## src/rtl/sevseg_pkg.sv

```systemverilog
package sevseg_pkg;
    localparam int SEG_N  = 7;
    localparam int CODE_W = 4;

    typedef logic [SEG_N-1:0]  seg_vec_t;
    typedef logic [CODE_W-1:0] code_t;

    // Registered drive state of one digit
    typedef struct packed {
        seg_vec_t seg_n;
        logic     chain_n;
    } drive_t;

    localparam seg_vec_t SEG_DARK = '1;
    localparam seg_vec_t SEG_FULL = '0;
endpackage

```

## src/rtl/sevseg_glyph.sv

```systemverilog
// Maps a digit code to an active-high segment pattern {g..a}
module sevseg_glyph
    import sevseg_pkg::*;
#(
    parameter bit BLANK_INVALID = 1'b0
) (
    input  code_t    code_i,
    output seg_vec_t lit_o
);
    localparam int       MAX_DEC   = 9;
    localparam seg_vec_t DASH_LIT  = seg_vec_t'(7'h40);
    localparam seg_vec_t NONE_LIT  = seg_vec_t'(7'h00);

    seg_vec_t bad_glyph;

    generate
        if (BLANK_INVALID) begin : g_dark
            assign bad_glyph = NONE_LIT;
        end else begin : g_dash
            assign bad_glyph = DASH_LIT;
        end
    endgenerate

    always_comb begin
        if (int'(code_i) > MAX_DEC) begin
            lit_o = bad_glyph;
        end else begin
            unique case (code_i)
                4'd0:    lit_o = 7'h3F;
                4'd1:    lit_o = 7'h06;
                4'd2:    lit_o = 7'h5B;
                4'd3:    lit_o = 7'h4F;
                4'd4:    lit_o = 7'h66;
                4'd5:    lit_o = 7'h6D;
                4'd6:    lit_o = 7'h7D;
                4'd7:    lit_o = 7'h07;
                4'd8:    lit_o = 7'h7F;
                default: lit_o = 7'h6F;
            endcase
        end
    end
endmodule

```

## src/rtl/sevseg_gate.sv

```systemverilog
// Applies lamp test and zero blanking to a glyph, producing active-low drive
module sevseg_gate
    import sevseg_pkg::*;
(
    input  seg_vec_t lit_i,
    input  logic     code_zero_i,
    input  logic     lamp_n_i,
    input  logic     rbi_n_i,
    output drive_t   drive_o
);
    always_comb begin
        drive_o.seg_n   = ~lit_i;
        drive_o.chain_n = 1'b1;
        if (!lamp_n_i) begin
            drive_o.seg_n = SEG_FULL;
        end else if (!rbi_n_i && code_zero_i) begin
            drive_o.seg_n   = SEG_DARK;
            drive_o.chain_n = 1'b0;
        end
    end
endmodule

```

## src/rtl/sevseg_rbdec.sv

```systemverilog
module sevseg_rbdec
    import sevseg_pkg::*;
#(
    parameter bit BLANK_INVALID = 1'b0
) (
    input  logic              clk,
    input  logic              rst,
    input  logic [CODE_W-1:0] bcd_i,
    input  logic              lamp_test_n_i,
    input  logic              blank_in_n_i,
    output logic [SEG_N-1:0]  seg_n_o,
    output logic              blank_out_n_o
);
    localparam drive_t RESET_DRIVE = '{seg_n: SEG_DARK, chain_n: 1'b1};

    seg_vec_t lit;
    logic     code_zero;
    drive_t   state_d;
    drive_t   state_q;

    assign code_zero = (bcd_i == '0);

    sevseg_glyph #(.BLANK_INVALID(BLANK_INVALID)) u_glyph (
        .code_i (bcd_i),
        .lit_o  (lit)
    );

    sevseg_gate u_gate (
        .lit_i       (lit),
        .code_zero_i (code_zero),
        .lamp_n_i    (lamp_test_n_i),
        .rbi_n_i     (blank_in_n_i),
        .drive_o     (state_d)
    );

    always_ff @(posedge clk) begin
        if (rst) begin
            state_q <= RESET_DRIVE;
        end else begin
            state_q <= state_d;
        end
    end

    assign seg_n_o       = state_q.seg_n;
    assign blank_out_n_o = state_q.chain_n;
endmodule

```

## config.mk

```make
export PLATFORM = sky130hd
export DESIGN_NAME = sevseg_rbdec
export DESIGN_NICKNAME = d
export VERILOG_FILES = /design/src/rtl/sevseg_pkg.sv /design/src/rtl/sevseg_glyph.sv /design/src/rtl/sevseg_gate.sv /design/src/rtl/sevseg_rbdec.sv
export SDC_FILE = /design/constraint.sdc
export NUM_CORES = 1
export LEC_CHECK = 0
export BUFFER_PORTS_ARGS = -buffer_cell sky130_fd_sc_hd__buf_2
export CORE_AREA = 2 2 39 41
export CTS_BUF_LIST = sky130_fd_sc_hd__clkbuf_16
export DETAILED_ROUTE_END_ITERATION = 7
export DIE_AREA = 0 0 41 43
export HOLD_SLACK_MARGIN = 0.02
export SETUP_SLACK_MARGIN = 0.02
export SLEW_MARGIN = 15
export SYNTH_ARGS = -nofsm -noshare
export SYNTH_HDL_FRONTEND = slang
export SYNTH_SLANG_ARGS = --single-unit
```

## constraint.sdc

```tcl
create_clock -name clk -period 1.2 [get_ports clk]
set_input_delay 0.12 -clock clk [delete_from_list [all_inputs] [get_ports clk]]
set_output_delay 0.12 -clock clk [all_outputs]
set_load 0.03 [all_outputs]
```

Yosys cells after proc, flatten, opt, wreduce, memory -nomap -nowiden --
Memory sizes are Yosys's and may differ from the RTL's. Cells that the tools add are included.
Cells by class: bitwise operators 2, order comparisons 1, reductions and logical operators 4, mux-type cells 3
Operator list (number):
- 2-to-1 mux 7 bit | 2
- 2-to-1 mux 8 bit | 1
- NOT 7 bit | 1
- greater-than comparator 4 bit (second input constant) | 1
- zero test 4 bit | 1
- OR reduction 2 bit | 1
- logical AND 1 bit | 1
- zero test 1 bit | 1
- NOT 1 bit | 1
Word-level totals: register bits after elaboration 8, word-level logic and storage cells 13, memory bits (read-only) 112, memories kept 1
Memories:
- (no name shown) | words 16, width 7, read ports 1, clocked after Yosys merged registers in 0, write ports 0, RTL line sevseg_glyph.sv:28 | unique case (code_i)

Logic depth before layout (Yosys ltp) --
Gate-level depths: netlist of run 1.
depth after elaboration 5, mapped depth 6, gate-level depth less buffers 6

Hierarchy --
Synthesis of run 1 repeated with hierarchy kept, for this count alone.
Second synthesis, totals: cell total of the unflattened synthesis 55, area, all modules 513.0 sq um
By module, submodules not included:
- sevseg_rbdec | cells an instance 17, times used 1, seq. area each 160.2 sq um, area an instance 222.7 sq um
- sevseg_glyph | cells an instance 29, times used 1, seq. area each 0.0 sq um, area an instance 190.2 sq um
- sevseg_gate | cells an instance 9, times used 1, seq. area each 0.0 sq um, area an instance 100.1 sq um

Worst setup path after synthesis of run 1 --
Ideal clock, no wire load.
path kind input to register, start in bcd_i[1], end reg state_q (netlist bit seg_n_o[5]), stages 6, setup time 120 ps, required time 1080 ps, buffers on the path 0, slack 3 ps, arrival 1078 ps, cells stage by stage inv_1 -> ha_1 -> nor2_1 -> o21ai_0 -> nand2_1 -> a211o_1
On the way: longest elaborated chain between the ends 5, elaborated cells on any way between the ends 8, those cells by class order compare (1); mux (3); bitwise (1); reduce/logical (2); memory (1)
RTL lines:
- start: declaration | RTL line sevseg_rbdec.sv:8 | input logic [CODE_W-1:0] bcd_i,
- memory read (16 x 7 bit) / greater-than comparator 4 bit (equally long branches)
- 2-to-1 mux 7 bit | RTL line sevseg_glyph.sv:25 | if (int'(code_i) > MAX_DEC) begin
- NOT 7 bit | RTL line sevseg_gate.sv:12 | drive_o.seg_n = ~lit_i;
- 2-to-1 mux 8 bit (*) | RTL line sevseg_gate.sv:16 | end else if (!rbi_n_i && code_zero_i) begin
- 2-to-1 mux 7 bit (*) | RTL line sevseg_gate.sv:14 | if (!lamp_n_i) begin
- end signal: assignment | RTL line sevseg_rbdec.sv:40 | state_q <= state_d;
- end: declaration | RTL line sevseg_rbdec.sv:19 | drive_t state_q;
Every way passes the cells marked *; elsewhere a longest branch is shown, timed or not. A chain may end at the register's enable or synchronous reset.

Final worst setup path of run 1 --
start in bcd_i[0], end reg state_q (netlist bit seg_n_o[4])
Same word-level chain as after synthesis.

==> flow_summary.json, run 1 <==
{
  "globalRoute.totalOverflow": 0,
  "wire_per_inst_um": 10.59,
  "maxSlewViolCount": 0,
  "netSwitchingFraction_pct": 22.72,
  "clock-root-buffer": "clkbuf_16",
  "netlist.area_leader.share_pct": 35.65,
  "post_synth_top_area_cell": "dfxtp_1",
  "dieArea_mm2": 0.001763,
  "status": "complete, no violations",
  "synthesis_to_finish_area_growth_pct": 46.80,
  "cap_viol_max_count": 0,
  "hold_crit_class": "primary input to register",
  "critPathCaptureType": "register",
  "drt.antenna.violating_nets": 0,
  "slew-limit-headroom_pct": 78.96,
  "hold_buffers": 0,
  "synthesized_netlist_net_count": 67,
  "cellLeakagePower_nw": 0.3450,
  "total_power_mw": 1.014,
  "total_via_count_in_the_routed_design": 435,
  "timing.hold.ws_ps": 185.7,
  "wirelength_um": 974,
  "clock_power_share_pct": 54.5,
  "critical_path_arrival_ps": 1210,
  "tightest_slew_ps": 315.0,
  "ys.flop_type": "dfxtp_1",
  "max_freq_mhz": 912.2,
  "track_usage_pct": 13.67,
  "sequential_fraction_of_the_synthesis_area_pct": 35.65,
  "vdd_ir_drop_max_mv": 0.5305,
  "cp-start-kind": "primary input",
  "net-switching-power_mw": 0.2304,
  "power_density_mw_per_mm2": 1538,
  "period_share_pct": 91.35,
  "route.detailed.vias_per_inst": 4.728,
  "gpl.final_weighted_congestion": 0.8724,
  "place.detailed.hpwl_um": 728.5,
  "crit_fanout": 6,
  "post_route_core_utilization_pct": 47.65,
  "h-tree-depth": 1,
  "number_of_primary_i_o_pins": 16,
  "die_x_um": 41,
  "setup_tns_ps": 0,
  "cts_setup_buffers": 0,
  "ys_seq_elements": 8,
  "dr.first_iter.drc_count": 5,
  "cts_num_sinks": 8,
  "timing_worst_setup_path_type": "primary input to register",
  "layout.nets": 91,
  "clkSlewWorstSetupHoldPaths_ps": 40,
  "power.combinational.fraction_pct": 16.9,
  "antenna_cells_inserted": 0,
  "via_count_of_the_first_global_routing_pass": 375,
  "netlist_top_cells_area": "dfxtp_1 (36%), ha_1 (14%), a21o_1 (6.7%), nand2_1 (5.0%), o21ai_0 (4.5%)",
  "synthesis.yosys.warnings": 0,
  "placed_cells": 89,
  "cts.path.max_buffers": 2,
  "final_standard_cell_count_with_taps_included_and_fillers_excluded": 92,
  "postSynthCellCount": 54,
  "chip_height_um": 43,
  "total_clock_buffers_created_by_cts": 3,
  "synth_area_per_cell_um2": 8.318,
  "grt_max_degree": 10,
  "first_pass_grt_wire_length_um": 1538,
  "port_buffers": 15,
  "post_cts_resized": 0,
  "grt_setup_unrepaired": "false",
  "final_setup_viols": 0,
  "cell_area_after_synthesis_um2": 449.2,
  "initial_standard_cell_utilization_of_the_core_pct": 32.46,
  "tritoncts_clock_tree": "yes",
  "seqPwrFrac_pct": 28.6,
  "drcViolationCount": 0,
  "post_synth_num_cell_types": 23,
  "placeableCoreArea_mm2": 0.001384,
  "placementRows": 14,
  "drive_above_1_share_pct": 34.21,
  "worst_ep_required_time_ps": 1310,
  "final_period_minus_worst_setup_slack_ps": 1096,
  "detail_route.first_pass.iterations": 4,
  "edff_count_synth": 0,
  "p_int_mw": 0.7837,
  "grt_antenna_before_repair": 0,
  "timing.final.hold_violations": 0,
  "synth_async_sr_flop_share_pct": 0
}
[final timing paths]
path / start / to / slack [ps] / cells past startpoint
setup / recovery: bcd_i[0] / seg_n_o[4] / 100 / 7
hold / removal: lamp_test_n_i / blank_out_n_o / 190 / 2
[per-stage QoR]
step	instance area [um^2]	worst slack [ps]
final	659.4	103.8
after detailed placement	584.3	-130.9
after floorplan	449.2	68.28
after global routing	659.4	39.38
after CTS	659.4	120.6
after global placement	584.3	-103.6
[routing by layer]
layer,routed length [um],vias up,global-route usage [%]
li1,-,231,-
met2,445,13,19.06
met4,29,0,12.00
met3,47,5,3.141
met5,0,-,0
met1,451,186,16.45
[layout make-up]
| type | instances | area [um^2] |
|---|---|---|
| fill | 146 | 724.4 |
| inverter | 4 | 15.01 |
| clock buffer | 3 | 75.07 |
| timing repair buffer | 22 | 127.6 |
| sequential | 8 | 160.2 |
| tap | 16 | 20.02 |
| multi-input combinational | 39 | 261.5 |
[placed cells by master, fill, tap and decap left out]
cell	instances
a211o_1	1
a21boi_0	1
a21o_1	4
a21oi_1	1
a22oi_1	1
a31oi_1	2
and2_1	1
buf_2	15
buf_4	7
clkbuf_16	3
dfxtp_1	8
ha_1	5
inv_1	3
inv_2	1
nand2_1	6
nand2b_1	2
nand4b_1	1
nor2_1	5
nor2b_1	1
o211a_1	1
o211ai_1	1
o21ai_0	3
o21ai_1	1
o311ai_1	1
or3_1	1
[flip-flops by register name, indices dropped and copies added, names as in the netlist]
signal and flops:
blank_out_n_o 1, seg_n_o 7
[cells in the mapped netlist (2+ instances only)]
library cell,count
nand2b_1,2
clkbuf_1,2
nor2_1,5
o21ai_0,4
inv_1,3
a31oi_1,2
nand2_1,6
ha_1,5
a21o_1,4
dfxtp_1,8
[power groups by stage]
stage | Sequential (mW) | Clock (mW) | Combinational, mW
after floorplan | 0.335 | 0 | 0.0684
after global placement | 0.294 | 0 | 0.171
after detailed placement | 0.294 | 0 | 0.171
after CTS | 0.291 | 0.562 | 0.172
after global routing | 0.292 | 0.585 | 0.189
final | 0.290 | 0.553 | 0.171
[worst max-delay path, cell delays in order]
cell	delay [ps]
buf_2	100
inv_1	50
ha_1	230
nor2b_1	190
and2_1	170
o311ai_1	260
nand2_1	80
[logic make-up after synthesis]
group                      share of synthesized area (%)
buffers and inverters                              6.127
DFF                                                35.65
AOI/OAI and AO/OA                                  26.19
adders and majority gates                          13.93
and+or+nand+nor                                    18.11
Note: power is estimated with default switching activity, not from simulation.
==> run 2, diff against run 1 <==
--- a/config.mk
+++ b/config.mk
@@ -11,8 +11,10 @@
 export DETAILED_ROUTE_END_ITERATION = 7
 export DIE_AREA = 0 0 41 43
 export HOLD_SLACK_MARGIN = 0.02
+export PLACE_DENSITY = 0.65
 export SETUP_SLACK_MARGIN = 0.02
 export SLEW_MARGIN = 15
 export SYNTH_ARGS = -nofsm -noshare
 export SYNTH_HDL_FRONTEND = slang
+export SYNTH_HIERARCHICAL = 1
 export SYNTH_SLANG_ARGS = --single-unit
==> run 2 against run 1 <==
Compared with the run above:
- via count rose by 3.7%
- largest cell class unchanged
- final cell count is 4.3% higher
- core utilization grew 9.5 points
- largest power group unchanged
- clock power shrank 2%
- critical endpoint is now seg_n_o[2]
- die area unchanged
- cell area is 20% higher
==> flow_summary.json, run 2 <==
{
  "hp-start": "rst",
  "final_period_minus_worst_setup_slack_ps": 1107,
  "final_setup_viols": 0,
  "post_synth_num_cell_types": 21,
  "status": "complete, no violations",
  "synth-xor-area-share_pct": 0,
  "dr.first_iter.drc_count": 3,
  "synthesized_netlist_net_count": 68,
  "final_standard_cell_count_with_taps_included_and_fillers_excluded": 96,
  "clock_power_share_pct": 52.3,
  "yosys.area_share.adder_pct": 12.20,
  "drcViolationCount": 0,
  "antenna_cells_inserted": 0,
  "track_usage_pct": 12.50,
  "cp-start-kind": "primary input",
  "via_count_of_the_first_global_routing_pass": 378,
  "synth_top_family_by_area": "simple AND/OR/NAND/NOR gates",
  "multi_input_comb_area_um2": 376.6,
  "net-switching-power_mw": 0.2312,
  "route.detailed.vias_per_inst": 4.698,
  "synth_compound_gate_area_share_pct": 25.37,
  "synth.area.mux_share_pct": 0,
  "power.combinational.fraction_pct": 19.8,
  "synth_area_per_cell_um2": 9.327,
  "ys_seq_elements": 8,
  "globalRoute.totalOverflow": 0,
  "detail_route.first_pass.iterations": 2,
  "port_buffers": 15,
  "yosys.area_share.simple_pct": 28.05,
  "timing.final.hold_violations": 0,
  "worst_ep_required_time_ps": 1310,
  "hold_buffers": 0,
  "wire_per_inst_um": 10.06,
  "worst_slack_ps": 93.45,
  "netSwitchingFraction_pct": 22.28,
  "grt_antenna_before_repair": 0,
  "post_synth_top_area_cell": "dfxtp_1",
  "first_pass_grt_wire_length_um": 1497,
  "num-fill-cells": 136,
  "ys.flop_type": "dfxtp_1",
  "maxSlewViolCount": 0,
  "layout.cells.most_common_list": "buf_2 (13), buf_4 (10), or2_1 (8), dfxtp_1 (8), a21boi_2 (7)",
  "gpl.final_weighted_congestion": 0.7537,
  "placed_cells": 91,
  "placeableCoreArea_mm2": 0.001384,
  "crit_startpoint": "bcd_i[0]",
  "place.detailed.hpwl_um": 724.8,
  "hold_crit_class": "primary input to register",
  "synthesis.yosys.warnings": 6,
  "cell_area_after_synthesis_um2": 513.0,
  "die_x_um": 41,
  "number_of_primary_i_o_pins": 16,
  "netlist.area_leader.share_pct": 31.22,
  "mostFrequentLayoutCell": "buf_2",
  "total_clock_buffers_created_by_cts": 3,
  "critPathCaptureType": "register",
  "timing.hold.ws_ps": 143.3,
  "initial_standard_cell_utilization_of_the_core_pct": 37.07,
  "max_freq_mhz": 903.7,
  "largest_register_ff_count": 7,
  "cellLeakagePower_nw": 0.3494,
  "critical_path_arrival_ps": 1220,
  "tightest_slew_ps": 364.7,
  "slew-limit-headroom_pct": 75.63,
  "drt.antenna.violating_nets": 0,
  "place_ws_ps": -185.4,
  "cap_viol_max_count": 0,
  "synth_commonest_cells": "dfxtp_1 (8), or2_1 (8), a21boi_2 (7)",
  "cts_num_sinks": 8,
  "tritoncts_clock_tree": "yes",
  "synth_async_sr_flop_share_pct": 0,
  "seqPwrFrac_pct": 27.8,
  "sequential_fraction_of_the_synthesis_area_pct": 31.22,
  "total_via_count_in_the_routed_design": 451,
  "vdd_ir_drop_max_mv": 0.4130,
  "dieArea_mm2": 0.001763,
  "placementRows": 14,
  "wirelength_um": 966,
  "timing_worst_setup_path_type": "primary input to register",
  "cts.path.max_buffers": 2,
  "postSynthCellCount": 55,
  "chip_height_um": 43,
  "p_int_mw": 0.8065,
  "synthesis_to_finish_area_growth_pct": 54.15,
  "drive_above_1_share_pct": 53.75,
  "crit_fanout": 4,
  "edff_count_synth": 0,
  "h-tree-depth": 1,
  "clkSlewWorstSetupHoldPaths_ps": 30,
  "layout.nets": 95,
  "period_share_pct": 92.21,
  "grt_setup_unrepaired": "false",
  "grt_max_degree": 11,
  "register_area_um2": 160.2,
  "netlist_top_cells_area": "dfxtp_1 (31%), a21boi_2 (15%), ha_1 (12%), or2_1 (9.8%), nor2_1 (4.4%)",
  "clock-root-buffer": "clkbuf_16",
  "power_density_mw_per_mm2": 1312
}
run 2: cell types whose count changed after synthesis, moves of 2 or more:
| cell | delta |
|---|---|
| a21boi_2 | +7 |
| a21o_1 | -3 |
| a31oi_1 | -2 |
| clkbuf_1 | -2 |
| nand2_1 | -5 |
| nand2b_1 | -2 |
| nand3b_1 | +2 |
| or2_1 | +8 |
run 2: area by class of cell:
class                           count  share of cell area [%]
Clock buffer                        3                   9.494
Inverter                            3                   2.373
Multi-Input combinational cell     43                   47.63
Sequential cell                     8                   20.25
Tap cell                           16                   2.532
Timing Repair Buffer               23                   17.72
run 2: worst paths after layout:
check | endpoint | cells after the start
hold / removal | seg_n_o[4] | 2
setup / recovery | seg_n_o[2] | 9
run 2: what timing repair did:
| action | 4_1_cts | 5_1_grt |
|---|---|---|
| resized for setup | 0 | 13 |
| hold endpoints to repair | 0 | 0 |
| buffers inserted | 0 | 2 |
| endpoints found under the setup margin | 0 | 4 |
run 2: per-stage QoR:
stage               power, mW  area (um^2)  TNS (ps)  utilization, %
CTS                     1.032        735.7         0           53.16
global route            1.095        790.8         0           57.14
global placement       0.4756        660.6    -660.8           47.74
finish                  1.038        790.8         0           57.14
detailed placement     0.4780        660.6    -915.5           47.74
floorplan              0.4159        525.5         0               -
run 2: critical path: stages:
cell      delay [ps]
buf_4            130
inv_4             50
buf_4            120
buf_4            120
ha_1             200
a21o_1           180
nand2_1           70
a21boi_2          40
or2_1            200
run 2: cells by family (layout without fill, tap and decap cells):
logic type / count (synthesis) / after routing
DFF: 8 / 8
adders and majority gates: 5 / 5
buffers and inverters: 4 / 29
and+or+nand+nor: 23 / 23
AOI/OAI and AO/OA: 15 / 15
run 2: power by group through the flow:
| stage | Sequential [mW] | Combinational (mW) | Clock (mW) |
|---|---|---|---|
| final | 0.289 | 0.206 | 0.543 |
| after global routing | 0.292 | 0.228 | 0.575 |
| after CTS | 0.289 | 0.185 | 0.557 |
| after detailed placement | 0.293 | 0.185 | 0 |
| after global placement | 0.293 | 0.183 | 0 |
| after floorplan | 0.332 | 0.0842 | 0 |
run 2: per-layer routing:
metal  vias to the layer above  part of all wire, %  GRT usage [%]
met5                         -                    0              0
met4                         0                  1.2          10.00
met3                         2                  5.3          1.571
met2                        16                   52          19.38
met1                       193                   41          14.29
li1                        240                    -              -
